===== src/rtl/gpc_pkg.sv =====
package gpc_pkg;
    localparam int PIN_COUNT  = 13;
    localparam int GRP0_COUNT = 7;
    localparam int ADDR_W     = 16;
    localparam int DATA_W     = 8;

    localparam logic [ADDR_W-1:0] OUT_BASE  = 16'h4E44;
    localparam logic [ADDR_W-1:0] IN_BASE   = 16'h4E51;
    localparam logic [ADDR_W-1:0] STAT_BASE = 16'h4E0B;
    localparam logic [ADDR_W-1:0] MASK_BASE = 16'h4E19;

    typedef enum logic [1:0] {
        DET_OFF  = 2'd0,
        DET_FALL = 2'd1,
        DET_RISE = 2'd2,
        DET_BOTH = 2'd3
    } det_mode_t;

    // Field order matches the byte layout, bit 5 down to bit 0
    typedef struct packed {
        logic       dir;
        logic       push_pull;
        logic       pull_en;
        logic [1:0] pull_sel;
        logic       level;
    } outctl_t;

    function automatic logic edge_hit(det_mode_t m, logic now, logic prev);
        case (m)
            DET_FALL: edge_hit = prev & ~now;
            DET_RISE: edge_hit = now & ~prev;
            DET_BOTH: edge_hit = now ^ prev;
            default:  edge_hit = 1'b0;
        endcase
    endfunction
endpackage


===== src/rtl/gpc_pin_cell.sv =====
module gpc_pin_cell
    import gpc_pkg::*;
(
    input  logic       clk,
    input  logic       rst,
    input  logic       pin_in,
    input  logic       wr_out,
    input  logic       wr_in,
    input  logic [5:0] wdata,
    output outctl_t    ctl,
    output det_mode_t  det,
    output logic       level,
    output logic       edge_pulse,
    output logic       pad_out,
    output logic       pad_oe
);
    logic sync1, sync2, prev;

    always_ff @(posedge clk) begin
        if (rst) begin
            sync1 <= 1'b0;
            sync2 <= 1'b0;
            prev  <= 1'b0;
            ctl   <= '0;
            det   <= DET_OFF;
        end else begin
            sync1 <= pin_in;
            sync2 <= sync1;
            prev  <= sync2;
            if (wr_out) ctl <= outctl_t'(wdata);
            if (wr_in)  det <= det_mode_t'(wdata[2:1]);
        end
    end

    assign level      = sync2;
    assign edge_pulse = edge_hit(det, sync2, prev);
    assign pad_out    = ctl.level;
    assign pad_oe     = ctl.dir & (ctl.push_pull | ~ctl.level);

    // an enabled pad is always an output
    assert_oe_needs_dir_R3: assert property (@(posedge clk) disable iff (rst)
        pad_oe |-> ctl.dir);
    // open-drain never drives a high value
    assert_od_no_high_R3: assert property (@(posedge clk) disable iff (rst)
        (!ctl.push_pull && pad_out) |-> !pad_oe);
endmodule


===== src/rtl/gpc_irq_group.sv =====
module gpc_irq_group #(
    parameter int W = 7
) (
    input  logic         clk,
    input  logic         rst,
    input  logic [W-1:0] edge_in,
    input  logic         wr_stat,
    input  logic         wr_mask,
    input  logic [W-1:0] wdata,
    output logic [W-1:0] status,
    output logic [W-1:0] mask,
    output logic         pend
);
    logic [W-1:0] clr;

    assign clr = wr_stat ? wdata : '0;

    always_ff @(posedge clk) begin
        if (rst) begin
            status <= '0;
            mask   <= '1;
        end else begin
            status <= (status & ~clr) | edge_in;
            if (wr_mask) mask <= wdata;
        end
    end

    assign pend = |(status & ~mask);

    for (genvar i = 0; i < W; i++) begin : g_chk
        // an edge always lands, even against a clear
        assert_edge_sets_R7: assert property (@(posedge clk) disable iff (rst)
            edge_in[i] |=> status[i]);
        // a set bit leaves only by a write of one, never through the mask
        assert_sticky_R8: assert property (@(posedge clk) disable iff (rst)
            (status[i] && !(wr_stat && wdata[i])) |=> status[i]);
    end
endmodule


===== src/rtl/gpc_top.sv =====
module gpc_top
    import gpc_pkg::*;
#(
    parameter int N_PINS = PIN_COUNT,
    parameter int N_GRP0 = GRP0_COUNT
) (
    input  logic                clk,
    input  logic                rst,
    input  logic [ADDR_W-1:0]   bus_addr,
    input  logic [DATA_W-1:0]   bus_wdata,
    input  logic                bus_wr,
    input  logic                bus_rd,
    output logic [DATA_W-1:0]   bus_rdata,
    input  logic [N_PINS-1:0]   pin_in,
    output logic [N_PINS-1:0]   pin_out,
    output logic [N_PINS-1:0]   pin_oe,
    output logic [N_PINS-1:0]   drive_pp,
    output logic [N_PINS-1:0]   pull_en,
    output logic [2*N_PINS-1:0] pull_sel,
    output logic                irq
);
    localparam int N_GRP1 = N_PINS - N_GRP0;

    outctl_t     ctl_q [N_PINS];
    det_mode_t   det_q [N_PINS];
    logic [N_PINS-1:0] lvl, edges, wr_out, wr_in;
    logic [N_GRP0-1:0] st0, mk0;
    logic [N_GRP1-1:0] st1, mk1;
    logic        pend0, pend1;
    logic [DATA_W-1:0] rd_next;
    logic        rd_hit;
    logic        unused_hi;

    assign unused_hi = ^bus_wdata[DATA_W-1:N_GRP0];

    for (genvar p = 0; p < N_PINS; p++) begin : g_pin
        assign wr_out[p] = bus_wr && (bus_addr == OUT_BASE + ADDR_W'(p));
        assign wr_in[p]  = bus_wr && (bus_addr == IN_BASE + ADDR_W'(p));

        gpc_pin_cell u_cell (
            .clk        (clk),
            .rst        (rst),
            .pin_in     (pin_in[p]),
            .wr_out     (wr_out[p]),
            .wr_in      (wr_in[p]),
            .wdata      (bus_wdata[5:0]),
            .ctl        (ctl_q[p]),
            .det        (det_q[p]),
            .level      (lvl[p]),
            .edge_pulse (edges[p]),
            .pad_out    (pin_out[p]),
            .pad_oe     (pin_oe[p])
        );

        assign drive_pp[p]       = ctl_q[p].push_pull;
        assign pull_en[p]        = ctl_q[p].pull_en;
        assign pull_sel[2*p +: 2] = ctl_q[p].pull_sel;
    end

    gpc_irq_group #(.W(N_GRP0)) u_grp0 (
        .clk     (clk),
        .rst     (rst),
        .edge_in (edges[N_GRP0-1:0]),
        .wr_stat (bus_wr && bus_addr == STAT_BASE),
        .wr_mask (bus_wr && bus_addr == MASK_BASE),
        .wdata   (bus_wdata[N_GRP0-1:0]),
        .status  (st0),
        .mask    (mk0),
        .pend    (pend0)
    );

    gpc_irq_group #(.W(N_GRP1)) u_grp1 (
        .clk     (clk),
        .rst     (rst),
        .edge_in (edges[N_PINS-1:N_GRP0]),
        .wr_stat (bus_wr && bus_addr == STAT_BASE + ADDR_W'(1)),
        .wr_mask (bus_wr && bus_addr == MASK_BASE + ADDR_W'(1)),
        .wdata   (bus_wdata[N_GRP1-1:0]),
        .status  (st1),
        .mask    (mk1),
        .pend    (pend1)
    );

    assign irq = pend0 | pend1;

    always_comb begin
        rd_next = '0;
        rd_hit  = 1'b0;
        for (int p = 0; p < N_PINS; p++) begin
            if (bus_addr == OUT_BASE + ADDR_W'(p)) begin
                rd_next = DATA_W'(ctl_q[p]);
                rd_hit  = 1'b1;
            end
            if (bus_addr == IN_BASE + ADDR_W'(p)) begin
                rd_next = DATA_W'({det_q[p], lvl[p]});
                rd_hit  = 1'b1;
            end
        end
        if (bus_addr == STAT_BASE) begin
            rd_next = DATA_W'(st0);
            rd_hit  = 1'b1;
        end
        if (bus_addr == STAT_BASE + ADDR_W'(1)) begin
            rd_next = DATA_W'(st1);
            rd_hit  = 1'b1;
        end
        if (bus_addr == MASK_BASE) begin
            rd_next = DATA_W'(mk0);
            rd_hit  = 1'b1;
        end
        if (bus_addr == MASK_BASE + ADDR_W'(1)) begin
            rd_next = DATA_W'(mk1);
            rd_hit  = 1'b1;
        end
    end

    always_ff @(posedge clk) begin
        if (rst)         bus_rdata <= '0;
        else if (bus_rd) bus_rdata <= rd_next;
    end

    // unmapped reads return zero
    assert_unmapped_zero_R9: assert property (@(posedge clk) disable iff (rst)
        (bus_rd && !rd_hit) |=> (bus_rdata == '0));
    // the line never rises without some pending status
    assert_irq_has_source_R8: assert property (@(posedge clk) disable iff (rst)
        irq |-> (|{st1, st0}));
endmodule


===== config.mk =====
export PLATFORM = sky130hd
export DESIGN_NAME = gpc_top
export DESIGN_NICKNAME = d
export VERILOG_FILES = /design/src/rtl/gpc_pkg.sv /design/src/rtl/gpc_pin_cell.sv /design/src/rtl/gpc_irq_group.sv /design/src/rtl/gpc_top.sv
export SDC_FILE = /design/constraint.sdc
export NUM_CORES = 1
export LEC_CHECK = 0
export ABC_AREA = 1
export BUFFER_PORTS_ARGS = -buffer_cell sky130_fd_sc_hd__buf_2
export CAP_MARGIN = 10
export CORE_ASPECT_RATIO = 1.2
export CORE_MARGIN = 2
export CORE_UTILIZATION = 23
export DETAILED_ROUTE_END_ITERATION = 16
export PLACE_DENSITY = 0.44
export SYNTH_ARGS = -nofsm -noshare
export SYNTH_HDL_FRONTEND = slang
export SYNTH_HIERARCHICAL = 1
export SYNTH_SLANG_ARGS = --single-unit

===== constraint.sdc =====
create_clock -name clk -period 2.7 [get_ports clk]
set_input_delay 0.675 -clock clk [delete_from_list [all_inputs] [get_ports clk]]
set_output_delay 0.675 -clock clk [all_outputs]
set_load 0.01 [all_outputs]

[Word-level counts from Yosys, hierarchy flattened]
Index checks and enable logic that the tools add are counted.
Widths: inputs -> output; s select.
Storage, ports and cells
  logic and storage cells: 383
  output and inout port bits: 87
  input bits: 41
  register bits: 177
Cells by class
  mux-type cells: 45
  equality and inequality tests: 69
  bitwise logic cells: 115
  reductions and logical operators: 32
Operator list (count)
  $eq 16x15->1 const B: 30
  $mux 8: 28
  $eq 2x2->1 const B: 26
  $and 1x1->1: 39
  $not 1->1: 39
  $pmux 1 s3: 13
  $logic_and 1x1->1: 30
  $eq 2x1->1 const B: 13
  $mux 6: 3
  $and 7x7->7: 2
  $not 7->7: 2
  $or 1x1->1: 14
  $xor 1x1->1: 13
  $and 6x6->6: 2
  $not 6->6: 2
  $mux 7: 1
  $or 7x7->7: 1
  $reduce_or 7->1: 1
  $or 6x6->6: 1
  $reduce_or 6->1: 1

[Depth between registers and ports, before layout]
  word-level depth: 31
  gate-level depth with buffers: 23
  gate-level depth less buffers: 22

[Modules after synthesis]
The synthesis kept the hierarchy.
By module, submodules not included
  gpc_pin_cell: area an instance 432.9 sq um, seq. area each 220.2 sq um, times used 13, cells each 57
  gpc_top: area an instance 1980.6 sq um, seq. area each 140.1 sq um, times used 1, cells each 409
  gpc_irq_group at u_grp0: area an instance 539.3 sq um, seq. area each 280.3 sq um, times used 1, cells each 72
  gpc_irq_group at u_grp1: area an instance 466.7 sq um, seq. area each 240.2 sq um, times used 1, cells each 62

[Worst setup path before layout]
Ideal clock, no wire load.
  path type: in2reg
  start: input port bus_addr[8]
  end: register g_pin[11].u_cell/ctl[1] (netlist name)
  path slack: 202 ps
  arrival time: 2382 ps
  library setup time: 116 ps
  cell stages on the path: 11
  buffers on the path: 1
  required time: 2584 ps
  cells stage by stage: nor4_1 -> nand2_1 -> nor2_2 -> inv_2 -> buf_2 -> nor2_4 -> inv_2 -> nor3_1 -> inv_2 -> nor2_1 -> nor2_1
On the way
  longest elaborated chain between the ends: 2
Ends and longest elaborated chain
  start, declared: RTL line gpc_top.sv:9  | input logic [ADDR_W-1:0] bus_addr,
  $eq 16x15->1: RTL line gpc_top.sv:37  | assign wr_out[p] = bus_wr && (bus_addr == OUT_BASE + ADDR_W'(p));
  $logic_and 1x1->1: RTL line gpc_top.sv:37
  net wr_out[11]: RTL line gpc_top.sv:26  | logic [N_PINS-1:0] lvl, edges, wr_out, wr_in;
  end signal, assigned: RTL line gpc_pin_cell.sv:30  | if (wr_out) ctl <= outctl_t'(wdata);
  end, declared: RTL line gpc_pin_cell.sv:10  | output outctl_t ctl,
The timed path passes the listed nets, and every way through them passes these cells.
A chain may end at the register's enable or synchronous reset.

[Worst setup path after layout]
  start: input port bus_addr[4]
  end: register bus_rdata[0]
On the way
  longest elaborated chain between the ends: 31
  elaborated cells between the ends (all ways): 60
  those cells by class: eq/ne: 30; mux: 30
Ends and longest elaborated chain
  $eq 16x15->1: RTL line gpc_top.sv:90  | if (bus_addr == OUT_BASE + ADDR_W'(p)) begin
  $mux 6: RTL line gpc_top.sv:90
  $mux 6: RTL line gpc_top.sv:94  | if (bus_addr == IN_BASE + ADDR_W'(p)) begin
  $mux 8: RTL line gpc_top.sv:90
  $mux 8: RTL line gpc_top.sv:94
  $mux 8: RTL line gpc_top.sv:90
  $mux 8: RTL line gpc_top.sv:94
  $mux 8: RTL line gpc_top.sv:90
  (+15 left out)
  $mux 8: RTL line gpc_top.sv:90
  $mux 8: RTL line gpc_top.sv:94
  $mux 8: RTL line gpc_top.sv:90
  $mux 8: RTL line gpc_top.sv:94
  $mux 8: RTL line gpc_top.sv:99  | if (bus_addr == STAT_BASE) begin
  $mux 8: RTL line gpc_top.sv:103  | if (bus_addr == STAT_BASE + ADDR_W'(1)) begin
  $mux 8: RTL line gpc_top.sv:107  | if (bus_addr == MASK_BASE) begin
  $mux 8 (*): RTL line gpc_top.sv:111  | if (bus_addr == MASK_BASE + ADDR_W'(1)) begin
  end signal, assigned: RTL line gpc_top.sv:119  | else if (bus_rd) bus_rdata <= rd_next;
  end, declared: RTL line gpc_top.sv:13  | output logic [DATA_W-1:0] bus_rdata,
Mark *: on every way between the ends. The rest lies on a longest branch, timed or not.

==> qor.txt <==
outcome: finished with violations
failing checks: setup timing
Slowest-stage cell, CP: nor2_1
vias in the first global route: 8,492
first-pass GRT wire length: 49,300 um
clk buf depth: 2
RSZ-0062 raised after global routing: yes
Clock Tree Root: clkbuf_16
Power Dens Cells: 470 nW/um^2
area delta synth->final: 32.5%
Vias per Instance: 4.48
Diodes inserted: 0
Nets: 1,587
fin crit share: 101%
Final Cell Area: 11,400 sq um
Die Span Y: 216 um
Die Width: 181 um
yosys warns: 6
first-pass iteration count of the detailed router: 6
DRT iter0 DRCs: 576
routed wire length: 32,200 um
via count: 8,997
Lkg Pwr: 5.21 nW
Overall Power: 0.00536 W
slew at the pin closest to its max-slew limit: 0.751 ns
maximum VDD drop: 0.382 mV
clk_lat worst skew: 0.45 ns
CTS tree: yes
Final Hold Viols: 0
Post-DP HPWL: 24,200 um
Critical Path Max Stage Delay: 0.16 ns
Die ar.: 39,000 sq um
CTS clk-pin slew, worst paths: 0.07 ns
initial antenna violation count: 0
post-synthesis cell count: 1,284
Routed WL per cell: 16.0 um
crit path DAT: 3.06 ns
remaining global-route overflow: 0
H-tree Lvls: 4
Worst Setup End Kind: flop
data required time of the worst path: 3.02 ns
Core ar.: 36,900 sq um
Max Freq: 0.366 GHz
clk sink count: 176
Seq/Total Area, Yosys: 40.9%
Cell Area, Synth: 8610 sq um
max_slew headroom: 49.9%
Hold-fix buffers, CTS: 0
largest net degree at the start of global routing: 32
std cell rows: 77
syn_area_per_cell: 6.71 sq um
Final Setup Violations: 1
Synth Net Count: 1,351
Synth cell types: 29
share of cells above drive strength 1: 24.3%
#FFs+latches synth: 176
Post-DP Area: 10,500 sq um
Post-Place Worst Slack: -0.606 ns
Worst Path Max Fanout: 4
clock skew: 0.0162 ns
PnR worst setup slack: -0.0351 ns
Max-Cap Viols: 0
TritonCTS Buffers: 17
num ports: 128
min Tclk post-route: 2.74 ns
Setup CP Type: input pin to flop
Antenna Nets Post-Route: 0
Worst Hold Class: flop to flop
GRT Util Overall: 16.4%
gpl congestion: 0.832
Final Max Tran Viols: 0
CP Launch Type: input pin
DRC viols: 0
Initial Utilization: 23.3%
Most Frequent Cell on Critical Path: nand4_1
CP Cell Sequence: buf_4, inv_4, nor2_4, nand2_4, nor2_4, nand3_1, nand2_1, nor2_1, nand4_1, nor2_1, nand4_1, nor2_1, nand4_1, nor2_2, nand4_1, nor2_1, nand4_1, nor2_1, nand4_1, nor2_1, nand4_1, nand2_1, a21oi_2
Port-buffer cells: 125
power by group:
group          internal [W]  switching [W]  leakage [nW]
Clock               0.00124        0.00114         0.261
Sequential          0.00262      0.0000149          1.42
Combinational      0.000125       0.000223          3.52
cell usage after synthesis:
master / count / share of area (%)
a221oi_1: 6 / 0.61
nand2_1: 130 / 5.7
buf_2: 2 / 0.12
nor3_2: 1 / 0.12
buf_1: 2 / 0.087
inv_1: 182 / 7.9
nand2_4: 1 / 0.13
inv_2: 34 / 1.5
buf_4: 14 / 1.2
nand2_2: 2 / 0.15
nand3_1: 88 / 5.1
nor2_4: 2 / 0.26
o22ai_1: 3 / 0.22
clkbuf_1: 5 / 0.22
nor3_1: 29 / 1.7
a21oi_1: 39 / 2.3
a21boi_0: 13 / 1.1
nor2_1: 347 / 15
ha_1: 26 / 3.8
o2111ai_1: 3 / 0.31
buf_6: 6 / 0.78
nor4_1: 14 / 1.0
o21ai_0: 117 / 6.8
nor2_2: 3 / 0.22
conb_1: 1 / 0.044
o21ai_1: 8 / 0.46
or2_2: 4 / 0.29
nand4_1: 26 / 1.9
dfxtp_1: 176 / 41
logic make-up (layout without fill, tap and decap cells):
logic type,Yosys count,in the layout,synth area share (%)
buffers and inverters,245,493,11.8
DFF,176,176,40.9
other,1,1,0.0435
adders and majority gates,26,26,3.78
AOI/OAI and AO/OA,189,189,11.8
and+or+nand+nor,647,648,31.6
path summary, 6_finish.rpt:
path,startpoint,end,slack [ns],cells after the start
setup / recovery,bus_addr[4],bus_rdata[0],-0.04,23
hold / removal,g_pin[3].u_cell/sync1,g_pin[3].u_cell/level,0.40,2
setup reg to reg,g_pin[0].u_cell/pad_out,bus_rdata[0],0.19,18
hold reg to reg,g_pin[3].u_cell/sync1,g_pin[3].u_cell/level,0.40,2
worst max-delay path, delay by kind of cell:
family	cells	cell delay (ns)
AOI/OAI and AO/OA	1	0.05
buffers and inverters	2	0.19
and+or+nand+nor	20	2.13
repair_timing:
action	CTS	global route
hold endpoints to repair	0	0
setup buffers	2	10
pin swaps	4	18
setup endpoints to repair	6	6
gates cloned	0	1
resized for setup	9	79
state kept, by name (all words and copies together), names as in the netlist:
| name | flops |
|---|---|
| g_pin.u_cell/ctl | 65 |
| g_pin.u_cell/det | 26 |
| g_pin.u_cell/level | 13 |
| g_pin.u_cell/pad_out | 13 |
| g_pin.u_cell/prev | 13 |
| g_pin.u_cell/sync1 | 13 |
| bus_rdata | 7 |
| u_grp0/mask | 7 |
| u_grp0/status | 7 |
| u_grp1/mask | 6 |
| u_grp1/status | 6 |
stage by stage:
stage               hold slack, ns  utilization [%]  setup TNS (ns)  std cells
CTS                          0.405             30.1          -0.230       1997
global placement             0.395             28.4           -9.43       1963
floorplan                    0.388                -               0       1284
detailed placement           0.395             28.4           -8.97       1963
finish                       0.405             30.9         -0.0351       2007
global route                 0.423             30.9          -0.640       2007
routing by layer:
metal	GRT usage [%]	vias up	wire (um)
met4	5.32	0	709
met1	21.3	4191	14700
met2	27.6	216	15400
met5	0	-	0
met3	2.67	39	1430
li1	-	4551	-
area by class of cell:
| cell class | instances | area (sq um) |
|---|---|---|
| clock buffers | 21 | 460 |
| repair buffers | 245 | 1620 |
| fillers | 4080 | 25500 |
| well taps | 474 | 593 |
| multi-input cells | 864 | 4310 |
| inverters | 216 | 823 |
| flip-flops and latches | 176 | 3520 |
| clock inverters | 11 | 81.3 |
cell usage in the layout, fill, tap and decap left out, types with 8 or more instances in the layout:
master,n
nor2_1,324
inv_1,177
dfxtp_1,176
nand2_1,122
buf_4,120
o21ai_0,117
buf_2,114
nand3_1,85
a21oi_1,37
inv_2,34
nor3_1,28
nand4_1,26
ha_1,26
nor2_2,17
clkbuf_16,17
nor4_1,13
a21boi_0,13
nor2_4,12
o21ai_1,8
Note: power is estimated with default switching activity, not from simulation.
